## src/rtl/dbg_entry_pkg.sv

```systemverilog
package dbg_entry_pkg;

    localparam int LP_W = 2;

    typedef enum logic [2:0] {
        ST_RUN       = 3'd0,
        ST_RSTCHK    = 3'd1,
        ST_DRAIN_RET = 3'd2,
        ST_DRAIN_IR  = 3'd3,
        ST_WAKE      = 3'd4,
        ST_DEBUG     = 3'd5
    } dbg_state_e;

    typedef enum logic [LP_W-1:0] {
        LP_RUN  = 2'b00,
        LP_WAIT = 2'b01,
        LP_HALT = 2'b10,
        LP_STOP = 2'b11
    } lp_code_e;

    typedef struct packed {
        logic waiting;
        logic halted;
        logic stopped;
    } lp_flags_t;

    typedef struct packed {
        logic pin;
        logic regbit;
    } rst_src_t;

    function automatic lp_flags_t lp_decode(lp_code_e code);
        lp_flags_t f;
        f.waiting = (code == LP_WAIT);
        f.halted  = (code == LP_HALT);
        f.stopped = (code == LP_STOP);
        return f;
    endfunction

    function automatic logic is_halting(dbg_state_e s);
        return (s == ST_RSTCHK) || (s == ST_DEBUG);
    endfunction

endpackage

```

## src/rtl/dbg_pin_sync.sv

```systemverilog
module dbg_pin_sync #(
    parameter int STAGES = 2
) (
    input  logic clk,
    input  logic pin_n,
    output logic act
);
    logic [STAGES-1:0] sh;

    for (genvar i = 0; i < STAGES; i++) begin : g_stage
        if (i == 0) begin : g_first
            always_ff @(posedge clk) sh[i] <= pin_n;
        end else begin : g_next
            always_ff @(posedge clk) sh[i] <= sh[i-1];
        end
    end

    assign act = ~sh[STAGES-1];
endmodule

```

## src/rtl/dbg_req_detect.sv

```systemverilog
module dbg_req_detect (
    input  logic clk,
    input  logic en,
    input  logic pin_act,
    input  logic reg_req,
    output logic lvl,
    output logic rise
);
    logic lvl_d;

    assign lvl = en && (pin_act || reg_req);

    always_ff @(posedge clk) lvl_d <= lvl;

    assign rise = lvl && !lvl_d;
endmodule

```

## src/rtl/dbg_entry_fsm.sv

```systemverilog
module dbg_entry_fsm
    import dbg_entry_pkg::*;
(
    input  logic       clk,
    input  logic       rst,
    input  logic       en,
    input  logic       pin_act,
    input  logic       reg_req,
    input  logic       req_lvl,
    input  logic       req_rise,
    input  logic       retire,
    input  logic       ir_load,
    input  logic       lp_busy,
    input  logic       clk_ok,
    input  logic       dbg_exit,
    output dbg_state_e state,
    output logic       enter_dbg,
    output logic       exit_dbg,
    output logic       lp_allow
);
    dbg_state_e nxt;
    rst_src_t   src;

    always_comb begin
        nxt = state;
        unique case (state)
            ST_RUN: begin
                if (req_rise) begin
                    if (lp_busy)                nxt = ST_WAKE;
                    else if (retire && ir_load) nxt = ST_DEBUG;
                    else if (retire)            nxt = ST_DRAIN_IR;
                    else                        nxt = ST_DRAIN_RET;
                end
            end
            ST_RSTCHK: begin
                nxt = (src.regbit || (src.pin && pin_act)) ? ST_DEBUG : ST_RUN;
            end
            ST_DRAIN_RET: begin
                if (!en)                    nxt = ST_RUN;
                else if (retire && ir_load) nxt = ST_DEBUG;
                else if (retire)            nxt = ST_DRAIN_IR;
            end
            ST_DRAIN_IR: begin
                if (!en)          nxt = ST_RUN;
                else if (ir_load) nxt = ST_DEBUG;
            end
            ST_WAKE: begin
                if (!en)         nxt = ST_RUN;
                else if (clk_ok) nxt = ST_DEBUG;
            end
            ST_DEBUG: begin
                if (dbg_exit) nxt = ST_RUN;
            end
            default: nxt = ST_RUN;
        endcase
    end

    always_ff @(posedge clk) begin
        if (rst) begin
            state <= req_lvl ? ST_RSTCHK : ST_RUN;
            src   <= '{pin: en && pin_act, regbit: en && reg_req};
        end else begin
            state <= nxt;
        end
    end

    assign enter_dbg = (nxt == ST_DEBUG) && (state != ST_DEBUG);
    assign exit_dbg  = (state == ST_DEBUG) && (nxt != ST_DEBUG);
    assign lp_allow  = (state == ST_RUN) && !req_rise;
endmodule

```

## src/rtl/dbg_lp_track.sv

```systemverilog
module dbg_lp_track
    import dbg_entry_pkg::*;
(
    input  logic      clk,
    input  logic      rst,
    input  logic      enter_dbg,
    input  logic      exit_dbg,
    input  logic      allow,
    input  logic      show,
    input  logic      lp_wake,
    input  lp_code_e  lp_req,
    output logic      busy,
    output lp_flags_t flags,
    output lp_code_e  saved
);
    lp_code_e cur;

    always_ff @(posedge clk) begin
        if (rst) begin
            cur   <= LP_RUN;
            saved <= LP_RUN;
        end else if (enter_dbg) begin
            saved <= cur;
            cur   <= LP_RUN;
        end else if (exit_dbg) begin
            cur <= saved;
        end else if (allow) begin
            if (lp_wake)
                cur <= LP_RUN;
            else if (cur == LP_RUN && lp_req != LP_RUN)
                cur <= lp_req;
        end
    end

    assign busy  = (cur != LP_RUN);
    assign flags = show ? lp_decode(cur) : '0;
endmodule

```

## src/rtl/dbg_entry_ctrl.sv

```systemverilog
module dbg_entry_ctrl
    import dbg_entry_pkg::*;
#(
    parameter int SYNC_STAGES = 2
) (
    input  logic       clk,
    input  logic       rst,
    input  logic       dbg_en,
    input  logic       dbg_req_n,
    input  logic       ctl_dr,
    input  logic       retire,
    input  logic       ir_load,
    input  logic [1:0] lp_req,
    input  logic       lp_wake,
    input  logic       clk_ok,
    input  logic       dbg_exit,
    output logic       core_halt,
    output logic       dbg_status,
    output logic       st_waiting,
    output logic       st_halted,
    output logic       st_stopped,
    output logic [1:0] resume_sel
);
    logic       pin_act;
    logic       req_lvl;
    logic       req_rise;
    logic       lp_busy;
    logic       enter_dbg;
    logic       exit_dbg;
    logic       lp_allow;
    dbg_state_e fsm_state;
    lp_flags_t  flags;
    lp_code_e   saved;

    dbg_pin_sync #(.STAGES(SYNC_STAGES)) u_sync (
        .clk   (clk),
        .pin_n (dbg_req_n),
        .act   (pin_act)
    );

    dbg_req_detect u_req (
        .clk     (clk),
        .en      (dbg_en),
        .pin_act (pin_act),
        .reg_req (ctl_dr),
        .lvl     (req_lvl),
        .rise    (req_rise)
    );

    dbg_entry_fsm u_fsm (
        .clk       (clk),
        .rst       (rst),
        .en        (dbg_en),
        .pin_act   (pin_act),
        .reg_req   (ctl_dr),
        .req_lvl   (req_lvl),
        .req_rise  (req_rise),
        .retire    (retire),
        .ir_load   (ir_load),
        .lp_busy   (lp_busy),
        .clk_ok    (clk_ok),
        .dbg_exit  (dbg_exit),
        .state     (fsm_state),
        .enter_dbg (enter_dbg),
        .exit_dbg  (exit_dbg),
        .lp_allow  (lp_allow)
    );

    dbg_lp_track u_lp (
        .clk       (clk),
        .rst       (rst),
        .enter_dbg (enter_dbg),
        .exit_dbg  (exit_dbg),
        .allow     (lp_allow),
        .show      (fsm_state != ST_WAKE),
        .lp_wake   (lp_wake),
        .lp_req    (lp_code_e'(lp_req)),
        .busy      (lp_busy),
        .flags     (flags),
        .saved     (saved)
    );

    assign core_halt  = is_halting(fsm_state);
    assign dbg_status = (fsm_state == ST_DEBUG);
    assign st_waiting = flags.waiting;
    assign st_halted  = flags.halted;
    assign st_stopped = flags.stopped;
    assign resume_sel = saved;
endmodule

```

## config.mk

```make
export PLATFORM = sky130hd
export DESIGN_NAME = dbg_entry_ctrl
export DESIGN_NICKNAME = d
export VERILOG_FILES = /design/src/rtl/dbg_entry_pkg.sv /design/src/rtl/dbg_pin_sync.sv /design/src/rtl/dbg_req_detect.sv /design/src/rtl/dbg_entry_fsm.sv /design/src/rtl/dbg_lp_track.sv /design/src/rtl/dbg_entry_ctrl.sv
export SDC_FILE = /design/constraint.sdc
export NUM_CORES = 1
export LEC_CHECK = 0
export ABC_AREA = 0
export BUFFER_PORTS_ARGS = -buffer_cell sky130_fd_sc_hd__buf_2
export CAP_MARGIN = 20
export CELL_PAD_IN_SITES_DETAIL_PLACEMENT = 1
export CELL_PAD_IN_SITES_GLOBAL_PLACEMENT = 1
export CORE_MARGIN = 2
export CORE_UTILIZATION = 40
export CTS_CLUSTER_SIZE = 40
export DETAILED_ROUTE_END_ITERATION = 8
export PLACE_DENSITY_LB_ADDON = 0.1
export SYNTH_ARGS = -nofsm -noshare
export SYNTH_HDL_FRONTEND = slang
export SYNTH_HIERARCHICAL = 1
export SYNTH_SLANG_ARGS = --single-unit
```

## constraint.sdc

```tcl
create_clock -name clk -period 6.8 [get_ports clk]
set_input_delay 0.68 -clock clk [delete_from_list [all_inputs] [get_ports clk]]
set_output_delay 0.68 -clock clk [all_outputs]
set_load 0.02 [all_outputs]
```

==> metrics.md, run 1 <==
| Metric | Value |
|---|---|
| Outcome | complete, no violations |
| Die area | 2270 µm² |
| Worst-path fanout max | 8 |
| RSZ-0062 raised after global routing | no |
| Top cell type by total area after synthesis | dfxtp_1 |
| Most used cell, CP | nor4b_2 |
| Fillers | 232 |
| Pin count of the biggest net entering global routing | 14 |
| Fmax | 0.380 GHz |
| TritonCTS clock tree | done |
| Tmin final | 2630 ps |
| Core Region | 1760 µm² |
| Cts bufs inserted | 3 |
| Period utilisation layout | 0.387 |
| Max-slew headroom | 0.589 |
| Syn Nets | 91 |
| Final Wtd Congestion | 0.787 |
| Vias in the first global route | 623 |
| Slowest CP cell | nor4b_2 |
| Total GRT Usage | 0.179 |
| DRC violations left | 0 |
| Worst-skew pair later-pin latency | 270 ps |
| Layout Skew | 1.42 ps |
| Worst Setup Path Type | input pin to flip-flop |
| Element type at the critical path start | input pin |
| R2R depth | 7 |
| Total setup buffers inserted after CTS | 0 |
| R2R Path End | u_lp/cur[1] |
| Final instance area | 870 µm² |
| R2r setup slk | 4320 ps |
| Multi-input gate area | 443 µm² |
| Post-placement cell area | 843 µm² |
| Sequential-to-total area share from yosys stat | 0.342 |
| Worst-path cell chain | buf_2, o21a_1, nor2b_4, nor4b_2, a221oi_2, o2111a_1, nor4b_2, nand3b_1, and4b_1 |
| Final Hold Vio Count | 0 |
| WP data required | 6970 ps |
| Port bufs | 18 |
| Worst-Margin Slew | 611 ps |
| Root Buffer | clkbuf_4 |
| Start point of the critical path | dbg_en |
| Leading cell type in the layout, fill and taps excluded | buf_2 |
| Final TNS setup | 0 ps |
| Via density | 5.28 |
| Slowest stage delay, CP | 400 ps |
| Worst setup EP type | flip-flop |
| Worst Setup EP | u_lp/cur[1] |
| Initial antenna violation count | 0 |
| Worst min path class | flip-flop to flip-flop |
| Post-cts sizing count | 0 |
| Reg area | 260 µm² |
| Detailed Routing Iterations Pass 1 | 4 |
| Rows | 15 |
| Hpwl dp | 1220 µm |
| Reg clk slew, reported paths | 80 ps |
| Prevailing post-synth register cell | dfxtp_1 |
| Final antenna diode count | 0 |
| WP depth | 9 |
| Leak pwr | 0.351 nW |
| Seq cells post-synth | 12 |
| WP buf/inv | 1 |
| Antenna viol nets, final | 0 |
| # IOs | 19 |
| Crit path DAT | 2800 ps |
| Max Buffers Root-to-Sink | 2 |
| Hold_buf cts | 0 |
| Area contributors post-synth | dfxtp_1, edfxtp_1, mux2i_1 |
| Mean post-synth cell area | 9.63 µm² |
| First-pass GRT wire length | 2770 µm |
| Mapped Area | 761 µm² |
| Die width | 47.6 µm |
| Worst vdd ir | 0.120 mV |
| Cell variety after synth | 40 |
| Max_cap viols | 0 |
| Iteration-0 DRC Markers | 5 |
| Die height | 47.6 µm |
| Final wirelength | 1730 µm |
| Nets@finish | 109 |
| R2r startpoint | u_fsm/state[2] |
| Crit-path leading delay family | simple AND/OR/NAND/NOR gates |
| YS warnings | 6 |
| CTS H-tree depth | 1 |
| DR WL/cell | 14.3 µm |
| Async S/R FF share, synth | 0 |
| Post-synth EDFFs | 2 |
| Layout cell share with drive strength beyond 1 | 0.354 |
| Syn Inst Count | 79 |
| Final Max Tran Viols | 0 |
| Yosys top cell area share | 0.263 |
| Fin util | 0.493 |
| Initial Util | 0.431 |
| Setup violators final | 0 |
| PwrDens | 246 nW/µm² |
| P&R area growth vs syn | 14.3% |
| Vias | 639 |
| Most frequent cells in the layout | buf_2, dfxtp_1, nor2_1 |
| Grt ovf | 0 |
| Clock Sink Count | 12 |
[synthesized netlist by cell type, types with 2 or more instances]
master / instances
nand2_1: 6
buf_6: 2
or2b_1: 2
a221oi_2: 2
nor4b_2: 2
edfxtp_1: 2
nor2_1: 8
mux2i_1: 3
and4b_1: 2
o21ai_0: 4
nand3b_1: 2
dfxtp_1: 10
a21oi_1: 2
and2_1: 2
nor3_1: 2
inv_1: 4
[final cells by class]
cell class,instances,area share
Clock inverter,1,0.00432
Clock buffer,3,0.0259
Inverter,5,0.0216
Timing Repair Buffer,18,0.104
Tap cell,25,0.0360
Multi-Input combinational cell,57,0.509
Sequential cell,12,0.299
[layer usage]
| metal | vias to the layer above | share of wire | global-route usage |
|---|---|---|---|
| li1 | 325 | - | - |
| met1 | 300 | 0.49 | 0.228 |
| met2 | 12 | 0.47 | 0.295 |
| met3 | 2 | 0.037 | 0.0453 |
| met4 | 0 | 0.0087 | 0.0649 |
| met5 | - | 0 | 0 |
[power breakdown]
part / switching [mW] / internal (mW)
Combinational: 0.0383 / 0.0331
Sequential: 0.0171 / 0.0796
Clock: 0.0244 / 0.0212
[sequential cells by signal (all words and copies together), names as in the netlist]
register,count
u_fsm/state,3
u_fsm/src,2
u_lp/cur,2
u_lp/saved,2
u_sync/sh,2
u_req/lvl_d,1
[how the worst min path moves through the flow]
stage,start,end,cells after the start
2_1_floorplan,u_sync/sh[0],u_sync/sh[1],0
3_3_place_gp,u_sync/sh[0],u_sync/sh[1],0
3_5_place_dp,u_sync/sh[0],u_sync/sh[1],0
4_1_cts,u_sync/sh[0],u_sync/sh[1],0
5_1_grt,u_sync/sh[0],u_sync/sh[1],0
6_report,u_sync/sh[0],u_sync/sh[1],0
[cells by family after synthesis]
kind of cell           Yosys count  share of synthesized area
buffers and inverters           10                     0.0756
AO/OA/AOI/OAI                   19                      0.240
AND/OR/NAND/NOR                 35                      0.303
flip-flops                      12                      0.342
multiplexers                     3                     0.0395
[through the flow]
step	power (mW)	hold WS (ps)	instances	worst slack, ps
after detailed placement	0.168	320	117	3930
after global routing	0.230	355	121	4000
after global placement	0.166	310	117	4110
final	0.214	334	121	4170
after floorplan	0.152	310	79	4360
after CTS	0.216	340	121	4180
Power figures use the tool's default switching activity.
==> run 2, diff against run 1 <==
CORE_UTILIZATION = 38   (was 40)
clock period = 2.66 ns   (was 6.8 ns; I/O delays follow)
==> run 2 against run 1 <==
  * Global-route usage shrank 2.1 points
  * Largest cell class unchanged
  * Final cell count grew 3.3%
  * Setup slack lost 3800 ps
  * Combinational power grew to 2.8 times the previous value
  * First-iteration DRC count shrank 40%
  * Sequential power grew 140%
  * Core utilization shrank 3.1 points
  * Routed wire length shrank 4.5%
  * Critical path type is now flip-flop to flip-flop
  * Non-clock buffer count grew 2
  * Worst hold slack lost 240 ps
==> metrics.md, run 2 (same netlist as run 1, synthesis figures left out) <==
| Metric | Value |
|---|---|
| Fin util | 0.462 (-0.0313) |
| Worst vdd ir | 0.260 mV (+120%) |
| Detailed Routing Iterations Pass 1 | 4 (unchanged) |
| Crit path DAT | 2530 ps (-270 ps) |
| # IOs | 19 (unchanged) |
| Biggest register | u_fsm/state |
| Die area | 2380 µm² (+4.8%) |
| Max Buffers Root-to-Sink | 2 (unchanged) |
| Cts bufs inserted | 3 (unchanged) |
| Max_cap viols | 0 (unchanged) |
| Via density | 5.13 (-2.9%) |
| Worst-path fanout max | 8 (unchanged) |
| Post-cts sizing count | 0 (unchanged) |
| Nets@finish | 111 (+1.8%) |
| R2r startpoint | u_sync/sh[1] |
| First-pass GRT wire length | 2900 µm (+4.5%) |
| Port bufs | 18 (unchanged) |
| Final Max Tran Viols | 0 (unchanged) |
| Final instance area | 887 µm² (+2.0%) |
| Final wirelength | 1650 µm (-4.5%) |
| Pin count of the biggest net entering global routing | 13 (-1) |
| Total setup buffers inserted after CTS | 0 (unchanged) |
| Hold_buf cts | 0 (unchanged) |
| Period utilisation layout | 0.871 |
| Post-placement cell area | 861 µm² (+2.1%) |
| Element type at the critical path start | flip-flop |
| Final Hold Vio Count | 0 (unchanged) |
| DR WL/cell | 13.2 µm (-7.6%) |
| Iteration-0 DRC Markers | 3 (-2) |
| Hold Crit Start | dbg_req_n |
| Die height | 48.7 µm (+2.4%) |
| Layout Skew | 0.794 ps (-0.625 ps) |
| DRC violations left | 0 (unchanged) |
| Final Wtd Congestion | 0.782 (-0.64%) |
| Worst-Margin Slew | 610 ps (-0.894 ps) |
| Worst Setup Path Type | flip-flop to flip-flop |
| Hpwl dp | 1310 µm (+7.7%) |
| Die width | 48.7 µm (+2.4%) |
| Leading cell type in the layout, fill and taps excluded | buf_2 |
| Vias | 641 (+0.31%) |
| Clock Sink Count | 12 (unchanged) |
| Initial antenna violation count | 0 (unchanged) |
| Most frequent cells in the layout | buf_2, dfxtp_1, nor2_1 |
| CTS H-tree depth | 1 (unchanged) |
| RSZ-0062 raised after global routing | no |
| Final TNS setup | 0 ps (unchanged) |
| Max FFs per register | 3 (unchanged) |
| Tmin final | 2320 ps |
| WP data required | 2870 ps (-4100 ps) |
| Root Buffer | clkbuf_4 |
| PwrDens | 617 nW/µm² (+150%) |
| Final antenna diode count | 0 (unchanged) |
| Start point of the critical path | u_sync/sh[1] |
| Reg clk slew, reported paths | 80 ps (about the same) |
| Initial Util | 0.396 (-0.0354) |
| Setup violators final | 0 (unchanged) |
| Max-slew headroom | 0.590 (+0.000602) |
| Antenna viol nets, final | 0 (unchanged) |
| Total Power | 547 µW (+160%) |
| Leak pwr | 0.362 nW (+3.0%) |
| Rows | 16 (+1) |
| Grt ovf | 0 (unchanged) |
| Core Region | 1920 µm² (+8.9%) |
| Fmax | 0.432 GHz |
| Worst-skew pair later-pin latency | 270 ps (about the same) |
| Total GRT Usage | 0.159 (-0.0208) |
| Vias in the first global route | 669 (+7.4%) |
| P&R area growth vs syn | 16.6% |
| Layout cell share with drive strength beyond 1 | 0.367 (+0.0132) |
| Worst min path class | input pin to flip-flop |
| Worst setup EP type | flip-flop |
| Outcome | complete, no violations |
| TritonCTS clock tree | done |
## run 2: cell types whose count changed in the layout (fill, tap and decap cells not counted)
cell / delta
buf_4: +2
## run 2: report_power, final
group / leakage (nW) / switching, mW / internal [mW]
registers: 0.103 / 0.0316 / 0.204
clock network: 0.0154 / 0.0611 / 0.0542
logic: 0.244 / 0.105 / 0.0915
total: 0.362 / 0.198 / 0.349
## run 2: cell type report
cell class,instances,area [µm²]
Clock buffer,3,22.5
Clock inverter,1,3.75
Timing Repair Buffer,20,105
Tap cell,27,33.8
Sequential cell,12,260
Inverter,5,18.8
Multi-Input combinational cell,57,443
Fill cell,250,1030
## run 2: critical path, stage by stage (launching register included)
cell      delay (ps)
dfxtp_1          310
inv_1             60
o21a_1           190
nor2b_4          130
nor4b_2          170
a221oi_2         360
o2111a_1         420
inv_2             40
a311o_1          320
and4b_1          250
## run 2: path summary, 6_finish.rpt
| check | to | slack (ps) | depth (start not counted) |
|---|---|---|---|
| worst min-delay path | u_sync/sh[0] | 100 | 1 |
| worst min register to register | u_sync/sh[1] | 330 | 0 |
| worst max-delay path | u_lp/cur[1] | 340 | 9 |
| worst max register to register | u_lp/cur[1] | 340 | 9 |
## run 2: routing by layer
metal  vias to the layer above  track usage  wire length [µm]
li1                        327            -                 -
met1                       300        0.189               725
met2                        14        0.272               847
met3                         0       0.0340                77
met4                         0       0.0714                 0
met5                         -            0                 0
## run 2: metrics by stage
stage	setup WS, ps	cells	hold slack [ps]
global route	84.7	125	70.2
CTS	327	125	87.7
finish	343	125	98.9
floorplan	501	79	294
detailed placement	293	121	320
global placement	360	121	311
